==> src/rtl/blit_pkg.sv <==
package blit_pkg;

  localparam int A_SRC_X   = 0;
  localparam int A_SRC_Y   = 1;
  localparam int A_DST_X   = 2;
  localparam int A_DST_Y   = 3;
  localparam int A_WIDTH   = 4;
  localparam int A_HEIGHT  = 5;
  localparam int A_SRC_YX  = 6;
  localparam int A_DST_YX  = 7;
  localparam int A_SRC_XY  = 8;
  localparam int A_DST_XY  = 9;
  localparam int A_HW      = 10;
  localparam int A_WH      = 11;
  localparam int A_WX      = 12;
  localparam int A_HY      = 13;
  localparam int A_SRC_OFF = 14;
  localparam int A_SRC_PIT = 15;
  localparam int A_DST_OFF = 16;
  localparam int A_DST_PIT = 17;
  localparam int A_SRC_PK  = 18;
  localparam int A_DST_PK  = 19;

  localparam int NUM_FLD = 6;
  localparam int F_SRCX  = 0;
  localparam int F_SRCY  = 1;
  localparam int F_DSTX  = 2;
  localparam int F_DSTY  = 3;
  localparam int F_WIDTH = 4;
  localparam int F_HGT   = 5;

  typedef struct packed {
    logic ld;
    logic hi;
  } fld_stb_t;

  // index 0 = source surface, 1 = destination surface
  typedef struct packed {
    fld_stb_t [NUM_FLD-1:0] fld;
    logic [1:0]             ldOff;
    logic [1:0]             ldPitch;
    logic [1:0]             ldPacked;
  } strobe_t;

endpackage

==> src/rtl/blit_ctrl.sv <==
module blit_ctrl
  import blit_pkg::*;
#(
  parameter int ADDR_W = 5
) (
  input  logic              clk,
  input  logic              rstN,
  input  logic              wrEn,
  input  logic [ADDR_W-1:0] wrAddr,
  output strobe_t           stb,
  output logic              blitStart
);

  logic launch;

  always_comb begin
    stb    = '0;
    launch = 1'b0;
    if (wrEn) begin
      case (int'(wrAddr))
        A_SRC_X:   stb.fld[F_SRCX].ld = 1'b1;
        A_SRC_Y:   stb.fld[F_SRCY].ld = 1'b1;
        A_DST_X:   stb.fld[F_DSTX].ld = 1'b1;
        A_DST_Y:   stb.fld[F_DSTY].ld = 1'b1;
        A_WIDTH: begin
          stb.fld[F_WIDTH].ld = 1'b1;
          launch = 1'b1;
        end
        A_HEIGHT:  stb.fld[F_HGT].ld = 1'b1;
        A_SRC_YX: begin
          stb.fld[F_SRCX].ld = 1'b1;
          stb.fld[F_SRCY] = '{ld: 1'b1, hi: 1'b1};
        end
        A_DST_YX: begin
          stb.fld[F_DSTX].ld = 1'b1;
          stb.fld[F_DSTY] = '{ld: 1'b1, hi: 1'b1};
        end
        A_SRC_XY: begin
          stb.fld[F_SRCY].ld = 1'b1;
          stb.fld[F_SRCX] = '{ld: 1'b1, hi: 1'b1};
        end
        A_DST_XY: begin
          stb.fld[F_DSTY].ld = 1'b1;
          stb.fld[F_DSTX] = '{ld: 1'b1, hi: 1'b1};
        end
        A_HW: begin
          stb.fld[F_WIDTH].ld = 1'b1;
          stb.fld[F_HGT] = '{ld: 1'b1, hi: 1'b1};
          launch = 1'b1;
        end
        A_WH: begin
          stb.fld[F_HGT].ld = 1'b1;
          stb.fld[F_WIDTH] = '{ld: 1'b1, hi: 1'b1};
          launch = 1'b1;
        end
        A_WX: begin
          stb.fld[F_DSTX].ld = 1'b1;
          stb.fld[F_WIDTH] = '{ld: 1'b1, hi: 1'b1};
          launch = 1'b1;
        end
        A_HY: begin
          stb.fld[F_DSTY].ld = 1'b1;
          stb.fld[F_HGT] = '{ld: 1'b1, hi: 1'b1};
        end
        A_SRC_OFF: stb.ldOff[0]    = 1'b1;
        A_SRC_PIT: stb.ldPitch[0]  = 1'b1;
        A_DST_OFF: stb.ldOff[1]    = 1'b1;
        A_DST_PIT: stb.ldPitch[1]  = 1'b1;
        A_SRC_PK:  stb.ldPacked[0] = 1'b1;
        A_DST_PK:  stb.ldPacked[1] = 1'b1;
        default: ;
      endcase
    end
  end

  // registered so the pulse lines up with the freshly loaded fields
  always_ff @(posedge clk) begin
    if (!rstN) blitStart <= 1'b0;
    else       blitStart <= launch;
  end

endmodule

==> src/rtl/blit_datapath.sv <==
module blit_datapath
  import blit_pkg::*;
#(
  parameter int COORD_W = 14,
  parameter int OFF_W   = 32,
  parameter int PITCH_W = 14,
  parameter int DATA_W  = 32
) (
  input  logic                             clk,
  input  logic                             rstN,
  input  strobe_t                          stb,
  input  logic [DATA_W-1:0]                wrData,
  output logic [NUM_FLD-1:0][COORD_W-1:0]  coord,
  output logic [1:0][OFF_W-1:0]            offset,
  output logic [1:0][PITCH_W-1:0]          pitch,
  output logic [1:0]                       tile
);

  localparam int HI_LSB     = 16;
  localparam int OFF_LSB    = 10;
  localparam int PIT_LSB    = 4;
  localparam int PK_PIT_W   = 8;
  localparam int PK_PIT_SRC = 22;
  localparam int PK_PIT_LSB = PITCH_W - PK_PIT_W;
  localparam int PK_OFF_W   = OFF_W - OFF_LSB;
  localparam int TILE_BIT   = 30;

  logic [COORD_W-1:0] loHalf, hiHalf;
  assign loHalf = wrData[COORD_W-1:0];
  assign hiHalf = wrData[HI_LSB +: COORD_W];

  for (genvar f = 0; f < NUM_FLD; f++) begin : g_fld
    always_ff @(posedge clk) begin
      if (!rstN)              coord[f] <= '0;
      else if (stb.fld[f].ld) coord[f] <= stb.fld[f].hi ? hiHalf : loHalf;
    end
  end

  for (genvar s = 0; s < 2; s++) begin : g_surf
    always_ff @(posedge clk) begin
      if (!rstN) begin
        offset[s] <= '0;
        pitch[s]  <= '0;
        tile[s]   <= 1'b0;
      end else if (stb.ldPacked[s]) begin
        offset[s] <= {wrData[PK_OFF_W-1:0], {OFF_LSB{1'b0}}};
        pitch[s]  <= {wrData[PK_PIT_SRC +: PK_PIT_W], {PK_PIT_LSB{1'b0}}};
        tile[s]   <= wrData[TILE_BIT];
      end else begin
        if (stb.ldOff[s])
          offset[s] <= {wrData[OFF_W-1:OFF_LSB], {OFF_LSB{1'b0}}};
        if (stb.ldPitch[s])
          pitch[s] <= {wrData[PITCH_W-1:PIT_LSB], {PIT_LSB{1'b0}}};
      end
    end
  end

endmodule

==> src/rtl/blit_param_regs.sv <==
module blit_param_regs
  import blit_pkg::*;
#(
  parameter int ADDR_W  = 5,
  parameter int COORD_W = 14,
  parameter int OFF_W   = 32,
  parameter int PITCH_W = 14
) (
  input  logic               clk,
  input  logic               rstN,
  input  logic               wrEn,
  input  logic [ADDR_W-1:0]  wrAddr,
  input  logic [31:0]        wrData,
  output logic [COORD_W-1:0] srcX,
  output logic [COORD_W-1:0] srcY,
  output logic [COORD_W-1:0] dstX,
  output logic [COORD_W-1:0] dstY,
  output logic [COORD_W-1:0] dstWidth,
  output logic [COORD_W-1:0] dstHeight,
  output logic [OFF_W-1:0]   srcOffset,
  output logic [PITCH_W-1:0] srcPitch,
  output logic               srcTile,
  output logic [OFF_W-1:0]   dstOffset,
  output logic [PITCH_W-1:0] dstPitch,
  output logic               dstTile,
  output logic               blitStart
);

  strobe_t                          stb;
  logic [NUM_FLD-1:0][COORD_W-1:0]  coord;
  logic [1:0][OFF_W-1:0]            offset;
  logic [1:0][PITCH_W-1:0]          pitch;
  logic [1:0]                       tile;

  blit_ctrl #(.ADDR_W(ADDR_W)) u_ctrl (
    .clk(clk), .rstN(rstN), .wrEn(wrEn), .wrAddr(wrAddr),
    .stb(stb), .blitStart(blitStart)
  );

  blit_datapath #(.COORD_W(COORD_W), .OFF_W(OFF_W), .PITCH_W(PITCH_W), .DATA_W(32)) u_dp (
    .clk(clk), .rstN(rstN), .stb(stb), .wrData(wrData),
    .coord(coord), .offset(offset), .pitch(pitch), .tile(tile)
  );

  assign srcX      = coord[F_SRCX];
  assign srcY      = coord[F_SRCY];
  assign dstX      = coord[F_DSTX];
  assign dstY      = coord[F_DSTY];
  assign dstWidth  = coord[F_WIDTH];
  assign dstHeight = coord[F_HGT];
  assign srcOffset = offset[0];
  assign srcPitch  = pitch[0];
  assign srcTile   = tile[0];
  assign dstOffset = offset[1];
  assign dstPitch  = pitch[1];
  assign dstTile   = tile[1];

endmodule

==> config.mk <==
export PLATFORM = sky130hd
export DESIGN_NAME = blit_param_regs
export DESIGN_NICKNAME = d
export VERILOG_FILES = /design/src/rtl/blit_pkg.sv /design/src/rtl/blit_ctrl.sv /design/src/rtl/blit_datapath.sv /design/src/rtl/blit_param_regs.sv
export SDC_FILE = /design/constraint.sdc
export NUM_CORES = 1
export LEC_CHECK = 0
export BUFFER_PORTS_ARGS = -buffer_cell sky130_fd_sc_hd__buf_2
export CAP_MARGIN = 25
export CORE_MARGIN = 1
export CORE_UTILIZATION = 40
export CTS_CLUSTER_SIZE = 16
export DETAILED_ROUTE_END_ITERATION = 8
export GPL_TIMING_DRIVEN = 0
export PLACE_DENSITY = 0.65
export SLEW_MARGIN = 10
export SYNTH_ARGS = -nofsm -noshare
export SYNTH_HDL_FRONTEND = slang
export SYNTH_SLANG_ARGS = --single-unit
==> constraint.sdc <==
create_clock -name clk -period 1.9 [get_ports clk]
set_input_delay 0.095 -clock clk [delete_from_list [all_inputs] [get_ports clk]]
set_output_delay 0.095 -clock clk [all_outputs]
set_load 0.1 [all_outputs]
==> results.sh, run 1 <==
export IMPL_synthCells=795
export IMPL_p_total_mw=8.36
export IMPL_most_common_layout_cells="buf_2, dfxtp_1, o21ai_0, a21oi_1, mux2i_1"
export IMPL_p_per_area_nw_per_um2=943
export IMPL_synthAdderAreaFrac_pct=0
export IMPL_grt_max_degree=17
export IMPL_synth_top_family_by_area="compound AO/OA/AOI/OAI gates"
export IMPL_antenna_found_initial=2
export IMPL_slew_headroom_pct=34.3
export IMPL_fin_ws_ns=0.252
export IMPL_ys_ff_latch=151
export IMPL_final_common_cell="buf_2"
export IMPL_drv_cap=0
export IMPL_root_buffer="clkbuf_16"
export IMPL_slew_viol_final=0
export IMPL_cts_repair_resized=0
export IMPL_crit_path_end_kind="flop"
export IMPL_yosys_mux_area_fraction_pct=16.2
export IMPL_grt_pass1_vias=6124
export IMPL_ctsHoldBuffers=4
export IMPL_grt_pass1_wl_mm=37.0
export IMPL_finClkSkew_ns=0
export IMPL_synth_area_sq_um=7010
export IMPL_final_nets=1052
export IMPL_yosys_warnings=0
export IMPL_place_congestion=0.887
export IMPL_initial_core_util_pct=40.8
export IMPL_seq_area_frac_synth_pct=43.1
export IMPL_synth_top_area_cell="dfxtp_1"
export IMPL_post_dp_hpwl_mm=16.8
export IMPL_io_pins=219
export IMPL_cts_buffers=17
export IMPL_synth_top_area_share_pct=43.1
export IMPL_via_count=6649
export IMPL_num_rows=48
export IMPL_start_kind="input pin"
export IMPL_stdcell_count=1251
export IMPL_ir_drop_mv=0.642
export IMPL_final_hold_viol_count=0
export IMPL_power_leakage_nw=3.96
export IMPL_fin_tns_setup_ns=0
export IMPL_synth_cell_type_count=37
export IMPL_period_needed_ns=1.65
export IMPL_post_place_cells=1214
export IMPL_arrival_ns=2.01
export IMPL_grt_overflow=0
export IMPL_firstDrtPassIters=5
export IMPL_clk_pin_slew_worst_paths_ns=0.06
export IMPL_postCtsSetupBuffers=0
export IMPL_worstSkewPairLatency_ns=0.43
export IMPL_yosys_area_share_simple_pct=8.73
export IMPL_h_tree_depth=4
export IMPL_path_max_fanout=10
export IMPL_grtUsageTotal_pct=27.9
export IMPL_cts_tree="done"
export IMPL_whs_ns=0.0141
export IMPL_setup_viol=0
export IMPL_die_height_microns=134
export IMPL_hold_path_class="input pin to flop"
export IMPL_drtIter0Drc=470
export IMPL_die_x_microns=134
export IMPL_vias_per_cell=5.31
export IMPL_post_drt_wl_per_cell_microns=20.3
export IMPL_rsz0062_at_grt="no"
export IMPL_io_buffers=167
export IMPL_synth_compound_area_share_pct=22.4
export IMPL_synthXorXnorAreaFrac_pct=0.375
export IMPL_numClockSinks=151
export IMPL_coreArea_sq_um=17200
export IMPL_status="finished clean"
export IMPL_synthTopCellsByArea="dfxtp_1, mux2i_1, o21ai_0"
export IMPL_ant_nets=0
export IMPL_cts_buffer_depth=2
export IMPL_preCtsSetupSlack_ns=-0.147
export IMPL_postSynthAreaPerCell_sq_um=8.82
export IMPL_fin_crit_sh_pct=86.7
export IMPL_required_ns=2.26
export IMPL_area_growth_pct=26.5
export IMPL_tightest_slew_ns=0.986
export IMPL_max_clock_freq_mhz=607
export IMPL_drc=0
export IMPL_path_class="input pin to flop"
export IMPL_utilization_pct=51.6
export IMPL_drive_gt1_share_pct=26.1
export IMPL_postPlaceCellArea_sq_um=8230
export IMPL_routed_wl_mm=25.3
export IMPL_dieArea_sq_um=18100
export IMPL_fin_area_sq_um=8860
## cells by family (layout without fill, tap and decap cells)
kind of cell	Yosys count	in the layout
XOR/XNOR	3	3
other	1	30
AO/OA/AOI/OAI	283	283
buffers and inverters	118	320
AND/OR/NAND/NOR	126	126
multiplexers	113	113
flip-flops	151	151
## cell type report
class / count / area, sq um
buffer: 116 / 634
timing repair buffer: 171 / 876
clock inverter: 8 / 95.1
clock buffer: 23 / 498
antenna: 2 / 5.00
fill: 1707 / 8310
sequential: 151 / 3020
tap: 225 / 282
multi-input combinational: 553 / 3440
inverter: 2 / 7.51
## flip-flops by register name, indices dropped and copies added, names as in the netlist
signal,flops
u_dp.pitch,20
u_ctrl.blitStart,1
u_dp.coord,84
u_dp.offset,44
u_dp.tile,2
## cell usage after synthesis (all sizes together)
master,instances
dfxtp,151
o21ai,128
a21oi,116
mux2i,112
clkbuf,63
buf,53
nand2,49
nor2,32
a31oi,20
nand3,19
o31ai,14
nand3b,5
nor3,4
or3b,4
or2,3
xnor2,3
a21o,2
a22oi,2
inv,2
nand2b,2
nor4bb,2
and2,1
and2b,1
and4bb,1
conb,1
mux2,1
nor2b,1
nor3b,1
nor4b,1
o32ai,1
## metal layers
metal	wire length [microns]	vias up	global-route usage (%)
met3	2110	49	6.24
met1	10700	3109	36.5
met5	0	-	0
met4	714	0	11.7
li1	-	3190	-
met2	11800	301	44.3
## worst paths after layout
check	from	to	slack, ns	depth (start not counted)
worst max-delay path	rstN	u_dp.coord[52]	0.25	5
worst min-delay path	wrData[12]	u_dp.offset[54]	0.01	3
worst max register to register	u_dp.coord[77]	u_dp.coord[77]	1.20	2
worst min register to register	u_dp.coord[59]	u_dp.coord[59]	0.46	2
## critical path, cell delays in order
cell,delay [ns]
clkbuf_1,0.48
clkbuf_1,0.55
clkbuf_1,0.53
o21ai_0,0.19
a21oi_1,0.15
## report_power, final
| part | leakage, nW | internal (mW) | switching [mW] |
|---|---|---|---|
| sequential | 1.22 | 3.26 | 0.0459 |
| combinational | 2.44 | 0.279 | 1.35 |
| clock | 0.291 | 2.09 | 1.34 |
| total | 3.96 | 5.63 | 2.73 |
Note: power is estimated with default switching activity, not from simulation.
==> run 2, diff against run 1 <==
--- a/config.mk
+++ b/config.mk
@@ -5,14 +5,14 @@
 export SDC_FILE = /design/constraint.sdc
 export NUM_CORES = 1
 export LEC_CHECK = 0
-export BUFFER_PORTS_ARGS = -buffer_cell sky130_fd_sc_hd__buf_2
 export CAP_MARGIN = 25
 export CORE_MARGIN = 1
 export CORE_UTILIZATION = 40
 export CTS_CLUSTER_SIZE = 16
 export DETAILED_ROUTE_END_ITERATION = 8
+export DONT_BUFFER_PORTS = 1
 export GPL_TIMING_DRIVEN = 0
-export PLACE_DENSITY = 0.65
+export REMOVE_ABC_BUFFERS = 1
 export SLEW_MARGIN = 10
 export SYNTH_ARGS = -nofsm -noshare
 export SYNTH_HDL_FRONTEND = slang
==> run 2 against run 1 <==
First-iteration DRC count decreased by 16%. Core utilization down 3.0 points. Critical path type unchanged. Combinational power is 50% lower. Critical path depth is the same.
==> results.sh, run 2 (synthesized netlist as in run 1, its figures left out) <==
export IMPL_die_height_microns=134
export IMPL_required_ns=2.18
export IMPL_p_per_area_nw_per_um2=990
export IMPL_tightest_slew_ns=1.04
export IMPL_grt_overflow=0
export IMPL_cts_buffer_depth=2
export IMPL_path_class="input pin to flop"
export IMPL_drc=0
export IMPL_worst_path_max_delay_cell="or3b_2"
export IMPL_place_congestion=0.762
export IMPL_antenna_found_initial=0
export IMPL_drive_gt1_share_pct=9.41
export IMPL_ant_nets=0
export IMPL_crit_chain="and2b_1 -> or3b_2 -> mux2i_1 -> dlygate4sd3_1 -> a21oi_1"
export IMPL_via_count=5893
export IMPL_root_buffer="clkbuf_16"
export IMPL_numClockSinks=151
export IMPL_ir_drop_mv=0.650
export IMPL_cts_buffers=17
export IMPL_hold_path_class="input pin to flop"
export IMPL_coreArea_sq_um=17200
export IMPL_fin_crit_sh_pct=96.0
export IMPL_final_hold_viol_count=0
export IMPL_fill_cells=1637
export IMPL_holdPathStages=3
export IMPL_ff2ff_path_depth=3
export IMPL_num_rows=48
export IMPL_routed_wl_mm=23.0
export IMPL_io_buffers=0
export IMPL_grt_max_degree=122
export IMPL_die_x_microns=134
export IMPL_cts_tree="done"
export IMPL_h_tree_depth=4
export IMPL_fin_tns_setup_ns=0
export IMPL_dieArea_sq_um=18100
export IMPL_largest_register="u_dp.coord"
export IMPL_grt_pass1_wl_mm=34.1
export IMPL_final_nets=847
export IMPL_most_common_layout_cells="dfxtp_1, o21ai_0, mux2i_1, a21oi_1, dlygate4sd3_1"
export IMPL_drtIter0Drc=393
export IMPL_grtUsageTotal_pct=25.4
export IMPL_r2r_setup_slack_ns=0.31
export IMPL_slew_viol_final=0
export IMPL_critPathMaxStageDelay_ns=0.79
export IMPL_max_clock_freq_mhz=548
export IMPL_post_drt_wl_per_cell_microns=22.0
export IMPL_post_dp_hpwl_mm=13.8
export IMPL_worstSkewPairLatency_ns=0.42
export IMPL_start_kind="input pin"
export IMPL_initial_core_util_pct=40.8
export IMPL_path_max_fanout=14
export IMPL_clk_pin_slew_worst_paths_ns=0.06
export IMPL_largest_reg_flops=84
export IMPL_period_needed_ns=1.82
export IMPL_drv_cap=0
export IMPL_final_common_cell="dfxtp_1"
export IMPL_crit_path_end_kind="flop"
export IMPL_reg2reg_to="u_dp.offset[14]"
export IMPL_insertedDiodeCount=0
export IMPL_rsz0062_at_grt="no"
export IMPL_firstDrtPassIters=5
export IMPL_status="finished clean"
export IMPL_setup_viol=0
export IMPL_io_pins=219
export IMPL_reg_top3="u_dp.coord (84), u_dp.offset (44), u_dp.pitch (20)"
export IMPL_whs_ns=0.0257
export IMPL_finClkSkew_ns=0
export IMPL_vias_per_cell=5.65
export IMPL_power_leakage_nw=3.16
export IMPL_slew_headroom_pct=30.6
export IMPL_worst_hold_path_endpoint="u_dp.coord[51]"
export IMPL_grt_pass1_vias=5389
export IMPL_area_growth_pct=19.1
export IMPL_arrival_ns=2.10
export IMPL_r2r_start="u_dp.offset[14]"
export IMPL_hp_start="wrAddr[4]"
-- run 2: cell count changes in the layout (fill, tap and decap cells not counted), moves of 3 or more --
cell / delta
buf_4: -29
clkbuf_8: -4
dfxtp_2: +5
buf_2: -179
dfxtp_1: -5
clkbuf_1: -63
nor3_4: +3
buf_6: -8
buf_8: +10
dlygate4sd3_1: +59
buf_16: +3
-- run 2: final cells by class --
class	count	area (sq um)	area share (%)
sequential	151	3030	36.3
clock buffer	18	439	5.26
multi-input combinational	553	3500	42.0
tap	225	282	3.37
timing repair buffer	82	933	11.2
clock inverter	12	154	1.84
inverter	2	7.51	0.0899
-- run 2: timing repair --
action,in CTS,in global routing
hold endpoints to repair,150,0
gates resized for setup,0,7
setup endpoints to repair,0,7
hold buffers,64,0
buffers inserted,0,2
-- run 2: worst max-delay path by stage --
stage               slack, ns      start  cells after the start         endpoint
floorplan               -0.26  wrAddr[0]                      4  u_dp.offset[10]
finish                   0.08  wrAddr[0]                      5    u_dp.coord[9]
detailed placement      -0.21  wrAddr[0]                      4   u_dp.coord[62]
CTS                      0.01  wrAddr[1]                      5  u_dp.offset[44]
global placement        -1.24  wrAddr[0]                      4  u_dp.offset[17]
global route             0.01  wrAddr[1]                      6  u_dp.offset[44]
-- run 2: report_power, final --
| group | internal (mW) | switching [mW] | total, mW |
|---|---|---|---|
| registers | 3.25 | 0.701 | 3.96 |
| clock network | 2.09 | 1.40 | 3.49 |
| logic | 0.240 | 0.577 | 0.817 |
| total | 5.58 | 2.68 | 8.26 |
-- run 2: critical path: cells and delay by family --
family	cells	cell delay, ns
buffers and inverters	1	0.57
multiplexers	1	0.24
AND/OR/NAND/NOR	2	1.13
AO/OA/AOI/OAI	1	0.06
-- run 2: layer usage --
layer | vias up | part of all wire, % | global-route usage [%]
met3 | 21 | 9.1 | 9.22
met5 | - | 0 | 0
met2 | 259 | 47 | 40.8
met4 | 0 | 1.2 | 7.80
li1 | 2797 | - | -
met1 | 2816 | 43 | 31.6
-- run 2: per-stage QoR --
| stage | setup WS, ns | cells | utilization [%] | instance area [sq um] | power [mW] |
|---|---|---|---|---|---|
| floorplan | -0.261 | 706 | - | 6470 | 4.50 |
| global placement | -1.24 | 931 | 39.3 | 6760 | 4.57 |
| detailed placement | -0.209 | 944 | 40.9 | 7020 | 4.60 |
| CTS | 0.0117 | 1038 | 48.2 | 8270 | 8.30 |
| global route | 0.0116 | 1043 | 48.6 | 8350 | 8.50 |
| finish | 0.0763 | 1043 | 48.6 | 8350 | 8.26 |
==> run 3, diff against run 2 <==
==> constraint.sdc (replaced) <==
create_clock -name clk -period 1.7 [get_ports clk]
set_input_delay 0.085 -clock clk [delete_from_list [all_inputs] [get_ports clk]]
set_output_delay 0.085 -clock clk [all_outputs]
set_load 0.005 [all_outputs]
==> run 3 against run 2 <==
Non-clock buffer count up 14. Critical path depth down 1. First-iteration DRC count up 13%. Worst hold slack worse by 0.0043 ns. Via count up 2.4%. Combinational power down 17%. Sequential share of layout area down 0.68 points. Sequential cell count unchanged. Critical path type unchanged. Largest power group is now clock.
==> results.sh, run 3 (synthesized netlist as in run 1, its figures left out) <==
export IMPL_ant_nets=0
export IMPL_antenna_found_initial=0
export IMPL_finClkSkew_ns=0
export IMPL_pwr_share_clk_pct=47.0
export IMPL_setup_viol=0
export IMPL_worstSkewPairLatency_ns=0.42
export IMPL_most_common_layout_cells="dfxtp_1, o21ai_0, mux2i_1, a21oi_1, dlygate4sd3_1"
export IMPL_grt_pass1_vias=5409
export IMPL_whs_ns=0.0215
export IMPL_post_drt_wl_per_cell_microns=22.5
export IMPL_arrival_ns=1.91
export IMPL_place_congestion=0.762
export IMPL_p_per_area_nw_per_um2=978
export IMPL_area_growth_pct=21.1
export IMPL_io_buffers=0
export IMPL_largest_register="u_dp.coord"
export IMPL_grt_use_met2_pct=41.2
export IMPL_drive_gt1_share_pct=8.64
export IMPL_period_needed_ns=1.62
export IMPL_cts_tree="done"
export IMPL_numClockSinks=151
export IMPL_largest_reg_flops=84
export IMPL_grt_met3_usage_pct=9.49
export IMPL_power_leakage_nw=3.15
export IMPL_hold_path_class="input pin to flop"
export IMPL_path_class="input pin to flop"
export IMPL_cts_buffer_depth=2
export IMPL_die_height_microns=134
export IMPL_drtIter0Drc=444
export IMPL_path_max_fanout=13
export IMPL_via_count=6037
export IMPL_drc=0
export IMPL_slew_headroom_pct=23.2
export IMPL_postPlaceCellArea_sq_um=7020
export IMPL_status="finished clean"
export IMPL_grtUsageTotal_pct=25.6
export IMPL_insertedDiodeCount=0
export IMPL_num_rows=48
export IMPL_combPwrFrac_pct=8.2
export IMPL_grt_overflow=0
export IMPL_fin_crit_sh_pct=95.3
export IMPL_required_ns=1.99
export IMPL_h_tree_depth=4
export IMPL_busiest_layer="met2"
export IMPL_coreArea_sq_um=17200
export IMPL_switching_share_pct=24.7
export IMPL_fin_area_sq_um=8490
export IMPL_vias_per_cell=5.71
export IMPL_final_nets=862
export IMPL_crit_path_end_kind="flop"
export IMPL_dieArea_sq_um=18100
export IMPL_routed_wl_mm=23.8
export IMPL_post_dp_hpwl_mm=13.8
export IMPL_reg_top3="u_dp.coord (84), u_dp.offset (44), u_dp.pitch (20)"
export IMPL_start_kind="input pin"
export IMPL_final_common_cell="dfxtp_1"
export IMPL_ir_drop_mv=0.711
export IMPL_grt_max_degree=105
export IMPL_utilization_pct=49.4
export IMPL_p_sw_mw=2.05
export IMPL_final_hold_viol_count=0
export IMPL_rsz0062_at_grt="no"
export IMPL_fill_cells=1627
export IMPL_firstDrtPassIters=5
export IMPL_cts_buffers=17
export IMPL_pwr_share_seq_pct=44.8
export IMPL_max_clock_freq_mhz=617
export IMPL_initial_core_util_pct=40.8
export IMPL_drv_cap=0
export IMPL_grt_pass1_wl_mm=34.4
export IMPL_io_pins=219
export IMPL_die_x_microns=134
export IMPL_p_int_mw=6.25
export IMPL_root_buffer="clkbuf_16"
export IMPL_clk_pin_slew_worst_paths_ns=0.06
export IMPL_slew_viol_final=0
export IMPL_met1_usage_pct=31.9
export IMPL_tightest_slew_ns=1.15
==> run 3: changes by cell type in the layout (fill, tap and decap cells not counted), sizes merged <==
cell	delta
dlygate4sd3	+16
a21oi	+1
buf	-1
clkbuf	-1
==> run 3: timing repair <==
action                                  4_1_cts  5_1_grt
endpoints found under the hold margin       150        0
hold buffers                                 80        0
buffers inserted                              0        2
resized for setup                             0        4
endpoints found under the setup margin        0       17
==> run 3: area by class of cell <==
cell class                      instances  area (sq um)  area share [%]
Multi-Input combinational cell        554          3520            41.5
Sequential cell                       151          3020            35.6
Timing Repair Buffer                   96          1060            12.5
Clock buffer                           18           439            5.17
Tap cell                              225           282            3.32
Clock inverter                         12           154            1.81
Inverter                                2          7.51          0.0884
==> run 3: worst paths after layout <==
kind | end | slack (ns) | cells after the start | from
worst max-delay path | u_dp.pitch[23] | 0.08 | 4 | wrAddr[1]
worst min register to register | u_dp.offset[63] | 0.49 | 2 | u_dp.offset[63]
worst min-delay path | u_dp.coord[46] | 0.02 | 3 | wrAddr[4]
worst max register to register | u_dp.coord[74] | 0.43 | 3 | u_dp.coord[74]
==> run 3: layer usage <==
metal / wire (microns) / part of all wire, %
met5: 0 / 0
met4: 277 / 1.2
met3: 2260 / 9.5
met2: 11200 / 47
met1: 10100 / 42
==> run 3: power groups by stage <==
stage | registers (mW) | logic, mW | clock network (mW)
2_1_floorplan | 3.77 | 0.301 | 0
3_3_place_gp | 3.80 | 0.357 | 0
3_5_place_dp | 3.80 | 0.387 | 0
4_1_cts | 3.72 | 0.657 | 3.95
5_1_grt | 3.73 | 0.744 | 4.09
6_report | 3.72 | 0.678 | 3.90
==> run 3: per-stage QoR <==
stage / TNS [ns] / power, mW / worst slack [ns] / cells
6_report: 0 / 8.30 / 0.0791 / 1058
5_1_grt: 0 / 8.57 / 0.00734 / 1058
4_1_cts: 0 / 8.33 / 0.0332 / 1054
3_5_place_dp: -12.39 / 4.19 / -0.399 / 944
3_3_place_gp: -123.27 / 4.16 / -1.43 / 931
2_1_floorplan: -18.30 / 4.07 / -0.442 / 706
==> run 3: worst max-delay path, stage by stage <==
cell     delay (ns)
nor4b_1        0.48
nand3_1        0.85
mux2i_1        0.38
a21oi_1        0.11
